$ cat config.mk
export PLATFORM = sky130hd
export DESIGN_NAME = toggle_poll_ctrl
export DESIGN_NICKNAME = d
export VERILOG_FILES = /design/src/rtl/tp_pkg.sv /design/src/rtl/tp_bus_master.sv /design/src/rtl/tp_pair_eval.sv /design/src/rtl/tp_pass_counter.sv /design/src/rtl/toggle_poll_ctrl.sv
export SDC_FILE = /design/constraint.sdc
export NUM_CORES = 1
export LEC_CHECK = 0
export ABC_AREA = 0
export BUFFER_PORTS_ARGS = -buffer_cell sky130_fd_sc_hd__buf_2
export CORE_MARGIN = 2
export CORE_UTILIZATION = 58
export CTS_CLUSTER_SIZE = 24
export DETAILED_ROUTE_END_ITERATION = 8
export PLACE_DENSITY = 0.84
export SLEW_MARGIN = 20
export SYNTH_ARGS = -nofsm -noshare
export SYNTH_HDL_FRONTEND = slang
export SYNTH_SLANG_ARGS = --single-unit
$ cat constraint.sdc
create_clock -name clk -period 5.6 [get_ports clk]
set_clock_uncertainty 0.05 [all_clocks]
set_input_delay 0.28 -clock clk [delete_from_list [all_inputs] [get_ports clk]]
set_output_delay 0.28 -clock clk [all_outputs]
set_load 0.01 [all_outputs]
$ cat src/rtl/tp_pkg.sv
package tp_pkg;

  typedef enum logic [1:0] {
    ST_IDLE      = 2'd0,
    ST_RD_FIRST  = 2'd1,
    ST_RD_SECOND = 2'd2,
    ST_RST_WR    = 2'd3
  } tp_state_e;

  typedef enum logic [1:0] {
    V_DONE    = 2'd0,
    V_CONFIRM = 2'd1,
    V_FAIL    = 2'd2,
    V_AGAIN   = 2'd3
  } tp_verdict_e;

  typedef enum logic [1:0] {
    RSN_NONE = 2'd0,
    RSN_FAIL = 2'd1,
    RSN_WDOG = 2'd2
  } tp_reason_e;

  // Outcome of one finished read pair.
  function automatic tp_verdict_e judge_pair(input logic toggled,
                                             input logic timeout,
                                             input logic confirming);
    if (!toggled)        return V_DONE;
    else if (confirming) return V_FAIL;
    else if (timeout)    return V_CONFIRM;
    else                 return V_AGAIN;
  endfunction

  // Did a selected status bit change between two reads.
  function automatic logic bit_changed(input logic first_bit,
                                       input logic second_bit);
    return first_bit ^ second_bit;
  endfunction

endpackage

$ cat src/rtl/tp_bus_master.sv
module tp_bus_master #(
  parameter int ADDR_W = 22,
  parameter int DATA_W = 8
) (
  input  logic              clk,
  input  logic              rst_n,
  input  logic              issue,
  input  logic              issue_we,
  input  logic [ADDR_W-1:0] issue_addr,
  input  logic [DATA_W-1:0] issue_wdata,
  output logic              op_done,
  output logic              bus_req,
  output logic              bus_we,
  output logic [ADDR_W-1:0] bus_addr,
  output logic [DATA_W-1:0] bus_wdata,
  input  logic              bus_ack
);

  logic              req_q;
  logic              we_q;
  logic [ADDR_W-1:0] addr_q;
  logic [DATA_W-1:0] wdata_q;

  assign op_done = req_q & bus_ack;

  always_ff @(posedge clk) begin
    if (!rst_n) begin
      req_q   <= 1'b0;
      we_q    <= 1'b0;
      addr_q  <= '0;
      wdata_q <= '0;
    end else if (issue) begin
      req_q   <= 1'b1;
      we_q    <= issue_we;
      addr_q  <= issue_addr;
      wdata_q <= issue_wdata;
    end else if (op_done) begin
      req_q   <= 1'b0;
      we_q    <= 1'b0;
    end
  end

  assign bus_req   = req_q;
  assign bus_we    = we_q;
  assign bus_addr  = addr_q;
  assign bus_wdata = wdata_q;

endmodule

$ cat src/rtl/tp_pair_eval.sv
module tp_pair_eval #(
  parameter int DATA_W      = 8,
  parameter int TOGGLE_POS  = 6,
  parameter int TIMEOUT_POS = 5
) (
  input  logic              clk,
  input  logic              rst_n,
  input  logic              capture_first,
  input  logic [DATA_W-1:0] rd_data,
  output logic              toggled,
  output logic              timeout
);
  import tp_pkg::*;

  logic first_bit_q;

  always_ff @(posedge clk) begin
    if (!rst_n)             first_bit_q <= 1'b0;
    else if (capture_first) first_bit_q <= rd_data[TOGGLE_POS];
  end

  assign toggled = bit_changed(first_bit_q, rd_data[TOGGLE_POS]);
  assign timeout = rd_data[TIMEOUT_POS];

endmodule

$ cat src/rtl/tp_pass_counter.sv
module tp_pass_counter #(
  parameter int MAX_PAIRS = 4096
) (
  input  logic clk,
  input  logic rst_n,
  input  logic clear,
  input  logic bump,
  output logic limit_next
);
  localparam int CNT_W = $clog2(MAX_PAIRS + 1);

  logic [CNT_W-1:0] cnt_q;

  always_ff @(posedge clk) begin
    if (!rst_n)     cnt_q <= '0;
    else if (clear) cnt_q <= '0;
    else if (bump)  cnt_q <= cnt_q + CNT_W'(1);
  end

  assign limit_next = (cnt_q == CNT_W'(MAX_PAIRS - 1));

endmodule

$ cat src/rtl/toggle_poll_ctrl.sv
module toggle_poll_ctrl #(
  parameter int              ADDR_W      = 22,
  parameter int              DATA_W      = 8,
  parameter int              TOGGLE_POS  = 6,
  parameter int              TIMEOUT_POS = 5,
  parameter int              MAX_PAIRS   = 4096,
  parameter logic [DATA_W-1:0] RST_CMD   = 'hF0
) (
  input  logic              clk,
  input  logic              rst_n,
  input  logic              start,
  input  logic              abort,
  input  logic [ADDR_W-1:0] poll_addr,
  output logic              busy,
  output logic              done,
  output logic              fail,
  output logic              wdog,
  output logic              bus_req,
  output logic              bus_we,
  output logic [ADDR_W-1:0] bus_addr,
  output logic [DATA_W-1:0] bus_wdata,
  input  logic              bus_ack,
  input  logic [DATA_W-1:0] bus_rdata
);
  import tp_pkg::*;

  tp_state_e   state_q, state_d;
  tp_reason_e  reason_q, reason_d;
  tp_verdict_e verdict;
  logic [ADDR_W-1:0] addr_q;
  logic confirm_q, confirm_d;
  logic abort_q, abort_d;
  logic done_q, done_d, fail_q, fail_d, wdog_q, wdog_d;

  // Named internal events (also observed by the checker).
  logic issue, issue_we, capture_first, cnt_clear, cnt_bump;
  logic op_done, pair_eval_en, pair_toggled, pair_timeout, limit_next;
  logic abort_hit, in_reads;
  logic [ADDR_W-1:0] issue_addr;

  assign in_reads     = (state_q == ST_RD_FIRST) || (state_q == ST_RD_SECOND);
  assign abort_hit    = in_reads & (abort | abort_q);
  assign pair_eval_en = (state_q == ST_RD_SECOND) & op_done;
  assign issue_addr   = (state_q == ST_IDLE) ? poll_addr : addr_q;
  assign verdict      = judge_pair(pair_toggled, pair_timeout, confirm_q);

  tp_bus_master #(.ADDR_W(ADDR_W), .DATA_W(DATA_W)) u_bus (
    .clk        (clk),
    .rst_n      (rst_n),
    .issue      (issue),
    .issue_we   (issue_we),
    .issue_addr (issue_addr),
    .issue_wdata(RST_CMD),
    .op_done    (op_done),
    .bus_req    (bus_req),
    .bus_we     (bus_we),
    .bus_addr   (bus_addr),
    .bus_wdata  (bus_wdata),
    .bus_ack    (bus_ack)
  );

  tp_pair_eval #(.DATA_W(DATA_W), .TOGGLE_POS(TOGGLE_POS),
                 .TIMEOUT_POS(TIMEOUT_POS)) u_eval (
    .clk          (clk),
    .rst_n        (rst_n),
    .capture_first(capture_first),
    .rd_data      (bus_rdata),
    .toggled      (pair_toggled),
    .timeout      (pair_timeout)
  );

  tp_pass_counter #(.MAX_PAIRS(MAX_PAIRS)) u_cnt (
    .clk       (clk),
    .rst_n     (rst_n),
    .clear     (cnt_clear),
    .bump      (cnt_bump),
    .limit_next(limit_next)
  );

  always_comb begin
    state_d       = state_q;
    reason_d      = reason_q;
    confirm_d     = confirm_q;
    abort_d       = abort_q | (in_reads & abort);
    issue         = 1'b0;
    issue_we      = 1'b0;
    capture_first = 1'b0;
    cnt_clear     = 1'b0;
    cnt_bump      = 1'b0;
    done_d        = 1'b0;
    fail_d        = 1'b0;
    wdog_d        = 1'b0;
    case (state_q)
      ST_IDLE: begin
        abort_d = 1'b0;
        if (start) begin
          issue     = 1'b1;
          cnt_clear = 1'b1;
          confirm_d = 1'b0;
          reason_d  = RSN_NONE;
          state_d   = ST_RD_FIRST;
        end
      end
      ST_RD_FIRST: begin
        if (op_done) begin
          if (abort_hit) begin
            abort_d = 1'b0;
            state_d = ST_IDLE;
          end else begin
            capture_first = 1'b1;
            issue         = 1'b1;
            state_d       = ST_RD_SECOND;
          end
        end
      end
      ST_RD_SECOND: begin
        if (op_done) begin
          if (abort_hit) begin
            abort_d = 1'b0;
            state_d = ST_IDLE;
          end else begin
            case (verdict)
              V_DONE: begin
                done_d  = 1'b1;
                state_d = ST_IDLE;
              end
              V_FAIL: begin
                issue    = 1'b1;
                issue_we = 1'b1;
                reason_d = RSN_FAIL;
                state_d  = ST_RST_WR;
              end
              V_CONFIRM: begin
                confirm_d = 1'b1;
                issue     = 1'b1;
                state_d   = ST_RD_FIRST;
              end
              default: begin
                if (limit_next) begin
                  issue    = 1'b1;
                  issue_we = 1'b1;
                  reason_d = RSN_WDOG;
                  state_d  = ST_RST_WR;
                end else begin
                  cnt_bump = 1'b1;
                  issue    = 1'b1;
                  state_d  = ST_RD_FIRST;
                end
              end
            endcase
          end
        end
      end
      default: begin
        abort_d = 1'b0;
        if (op_done) begin
          fail_d  = (reason_q == RSN_FAIL);
          wdog_d  = (reason_q == RSN_WDOG);
          state_d = ST_IDLE;
        end
      end
    endcase
  end

  always_ff @(posedge clk) begin
    if (!rst_n) begin
      state_q   <= ST_IDLE;
      reason_q  <= RSN_NONE;
      confirm_q <= 1'b0;
      abort_q   <= 1'b0;
      addr_q    <= '0;
      done_q    <= 1'b0;
      fail_q    <= 1'b0;
      wdog_q    <= 1'b0;
    end else begin
      state_q   <= state_d;
      reason_q  <= reason_d;
      confirm_q <= confirm_d;
      abort_q   <= abort_d;
      done_q    <= done_d;
      fail_q    <= fail_d;
      wdog_q    <= wdog_d;
      if (state_q == ST_IDLE && start) addr_q <= poll_addr;
    end
  end

  assign busy = (state_q != ST_IDLE);
  assign done = done_q;
  assign fail = fail_q;
  assign wdog = wdog_q;

endmodule

==> out/metrics.csv <==
stage,metric,value,unit
sta,fmax,0.271,GHz
sta,timing.final.crit_share,66.0,%
placed_design,place.gp.congestion,0.888,
cells_and_area,final_cells,485,
clock_tree,cts_tree,yes,
sta,tightest_slew,1090,ps
routing,first_iter_violations,168,
routing,wl_per_cell,15.7,um
clock_tree,clkLatencyLatePin,350,ps
placed_design,hpwl,4.76,mm
floorplanning,die_w,79.6,um
grt,grt_max_degree,60,
grt,track_usage,25.1,%
synthesis,synth_edf_count,0,
clock_tree,cts.clk_slew.worst_paths,70,ps
routing,vias_per_cell,5.92,
floorplanning,start_util,60.2,%
synthesis,ys_warn_count,0,
power_and_ir_drop,powerDensity,414,nW/um^2
setup_path,critical_path_arrival,3930,ps
synthesis,synth_top_area_share,42.3,%
synthesis,synth_area,3320,um^2
setup_path,cpMaxStageDelayCell,and2_1,
synthesis,synth.distinct_cells,44,
clock_tree,cts_setup_buffers,0,
status,run_status,finished clean,
routing,vias,2873,
sta,rsz0062_at_grt,false,
clock_tree,htreeDepth,3,
synthesis,yosys-top-cells-area,"dfxtp_1 (42%), o221a_2 (7.5%), nand2_1 (6.8%)",
synthesis,syn_avg_cell_area,8.94,um^2
routing,drt_pass1_iterations,4,
grt,grt_pass1_wl,12.7,mm
routing,drtAntennaViolNets,0,
setup_path,worst_ep_required_time,5840,ps
setup_path,max_stage_delay,890,ps
synthesis,synth_seq_area_share,42.3,%
setup_path,critical_path_class,register to register,
sta,tns,0,ps
setup_path,crit_fanout,52,
placed_design,portBuffers,60,
clock_tree,cts-resized-gates,0,
floorplanning,io_pins,71,
clock_tree,clockBufferDepth,2,
synthesis,yosysTopAreaCell,dfxtp_1,
sta,slew_violations,0,
placed_design,dp.cells,471,
routing,drc,0,
setup_path,setup.worst_path.start_class,register,
floorplanning,core_area,5510,um^2
cells_and_area,drive_above_1_share,24.9,%
floorplanning,num_rows,27,
synthesis,synthArstFlopShare,0,%
min_path,min_path_type,input port to register,
sta,min_period,3700,ps
floorplanning,chipHeight,79.6,um
clock_tree,postCtsHoldBufs,0,
grt,grt_overflow,0,
cells_and_area,layout.nets,450,
synthesis,syn_inst,371,
sta,setup_viol_count_final,0,
synthesis,ys_top_cells_by_count,"dfxtp_1 (70), nand2_1 (60), clkbuf_1 (27)",
grt,antenna_found_initial,0,
synthesis,synth.most_common_cell,dfxtp_1,
clock_tree,cts_buffers,9,
routing,routed_wl,7.61,mm
clock_tree,root_buffer,clkbuf_8,
run,max_cap_violations,0,
cells_and_area,area_growth,12.4,%
grt,grt_pass1_vias,2824,
clock_tree,cts_sinks,70,
setup_path,crit_path_cell_trace,inv_1 > ha_2 > and2_1 > a211o_1 > and3b_1 > o221a_2,
setup_path,end_kind,register,
synthesis,synth_seq_cells,70,
sta,max_slew_margin,27.0,%
synthesis,synth_top_flop_cell,dfxtp_1,
floorplanning,dieArea,6340,um^2
sta,final_hold_viol_count,0,
power_and_ir_drop,ir_drop,0.261,mV
cells_and_area,n_antenna_cell,0,
power_and_ir_drop,p_leak,1.61,nW
-- metal layers --
| metal | part of all wire [%] | global-route usage (%) | vias to the layer above |
|---|---|---|---|
| li1 | - | - | 1409 |
| met1 | 48 | 32.8 | 1387 |
| met2 | 47 | 41.1 | 63 |
| met3 | 3.9 | 4.52 | 14 |
| met4 | 1.6 | 10.2 | 0 |
| met5 | 0 | 0 | - |
-- power breakdown --
part           switching (mW)  total [mW]  internal, mW
logic                   0.311       0.543         0.232
registers              0.0552       0.652         0.597
clock network           0.182       0.349         0.167
-- registers in the layout, summed over array words and instances (netlist names) --
name	count
u_cnt.cnt_q	13
u_bus.bus_addr	22
fail	1
u_eval.first_bit_q	1
addr_q	22
reason_q	2
abort_q	1
state_q	2
u_bus.bus_req	1
confirm_q	1
done	1
wdog	1
u_bus.bus_wdata	1
u_bus.bus_we	1
-- worst max-delay path: cells and delay by family (launching register included) --
kind	cells	cell delay, ps
and+or+nand+nor	2	1780
adders and majority gates	1	790
AOI/OAI and AO/OA	2	540
DFF	1	350
buffers and inverters	1	100
-- metrics by stage --
step	cell area, um^2	worst slack, ps	total power, mW	hold WS, ps	util, %
floorplan	3330	3330	1.05	357	-
global placement	3570	2080	1.18	368	64.8
detailed placement	3570	1890	1.20	371	64.8
CTS	3730	1890	1.55	144	67.7
global route	3730	1660	1.63	157	67.7
finish	3730	1900	1.54	142	67.7
-- logic make-up (layout without fill, tap and decap cells) --
family	count (synthesis)	count (layout)	share of synthesized area (%)
AO/OA/AOI/OAI	102	102	25.4
XOR/XNOR	2	2	0.528
adder cells (fa/ha/maj)	5	5	1.89
buffers and inverters	45	84	5.96
flip-flops	70	70	42.3
multiplexers	6	6	1.81
other	1	4	0.113
AND/OR/NAND/NOR	140	140	22.1
-- layout make-up --
cell class	count	area (um^2)
Clock buffer	12	145
Tap cell	72	90.1
Fill cell	461	1780
Sequential cell	70	1400
Multi-Input combinational cell	259	1730
Clock inverter	2	10.0
Inverter	7	26.3
Timing Repair Buffer	63	323
-- placed cells by master, fill, tap and decap left out, types with 8 or more instances in the layout --
| master | count |
|---|---|
| clkbuf_8 | 10 |
| a211o_1 | 23 |
| nor2b_1 | 25 |
| a21boi_0 | 22 |
| nand2_1 | 60 |
| or4_1 | 8 |
| buf_2 | 60 |
| a21oi_1 | 11 |
| dfxtp_1 | 70 |
| o221a_2 | 22 |
-- final timing paths --
kind / endpoint / depth (start not counted) / startpoint / slack (ps)
hold reg to reg: u_cnt.cnt_q[12]$_SDFFE_PP0P_ / 2 / u_cnt.cnt_q[12]$_SDFFE_PP0P_ / 380
setup reg to reg: u_bus.bus_addr[4]$_SDFFE_PN0P_ / 6 / state_q[1]$_SDFFE_PN0P_ / 1900
hold / removal: addr_q[3]$_SDFFE_PN0P_ / 3 / poll_addr[3] / 140
setup / recovery: u_bus.bus_addr[4]$_SDFFE_PN0P_ / 6 / state_q[1]$_SDFFE_PN0P_ / 1900
Power figures use the tool's default switching activity.
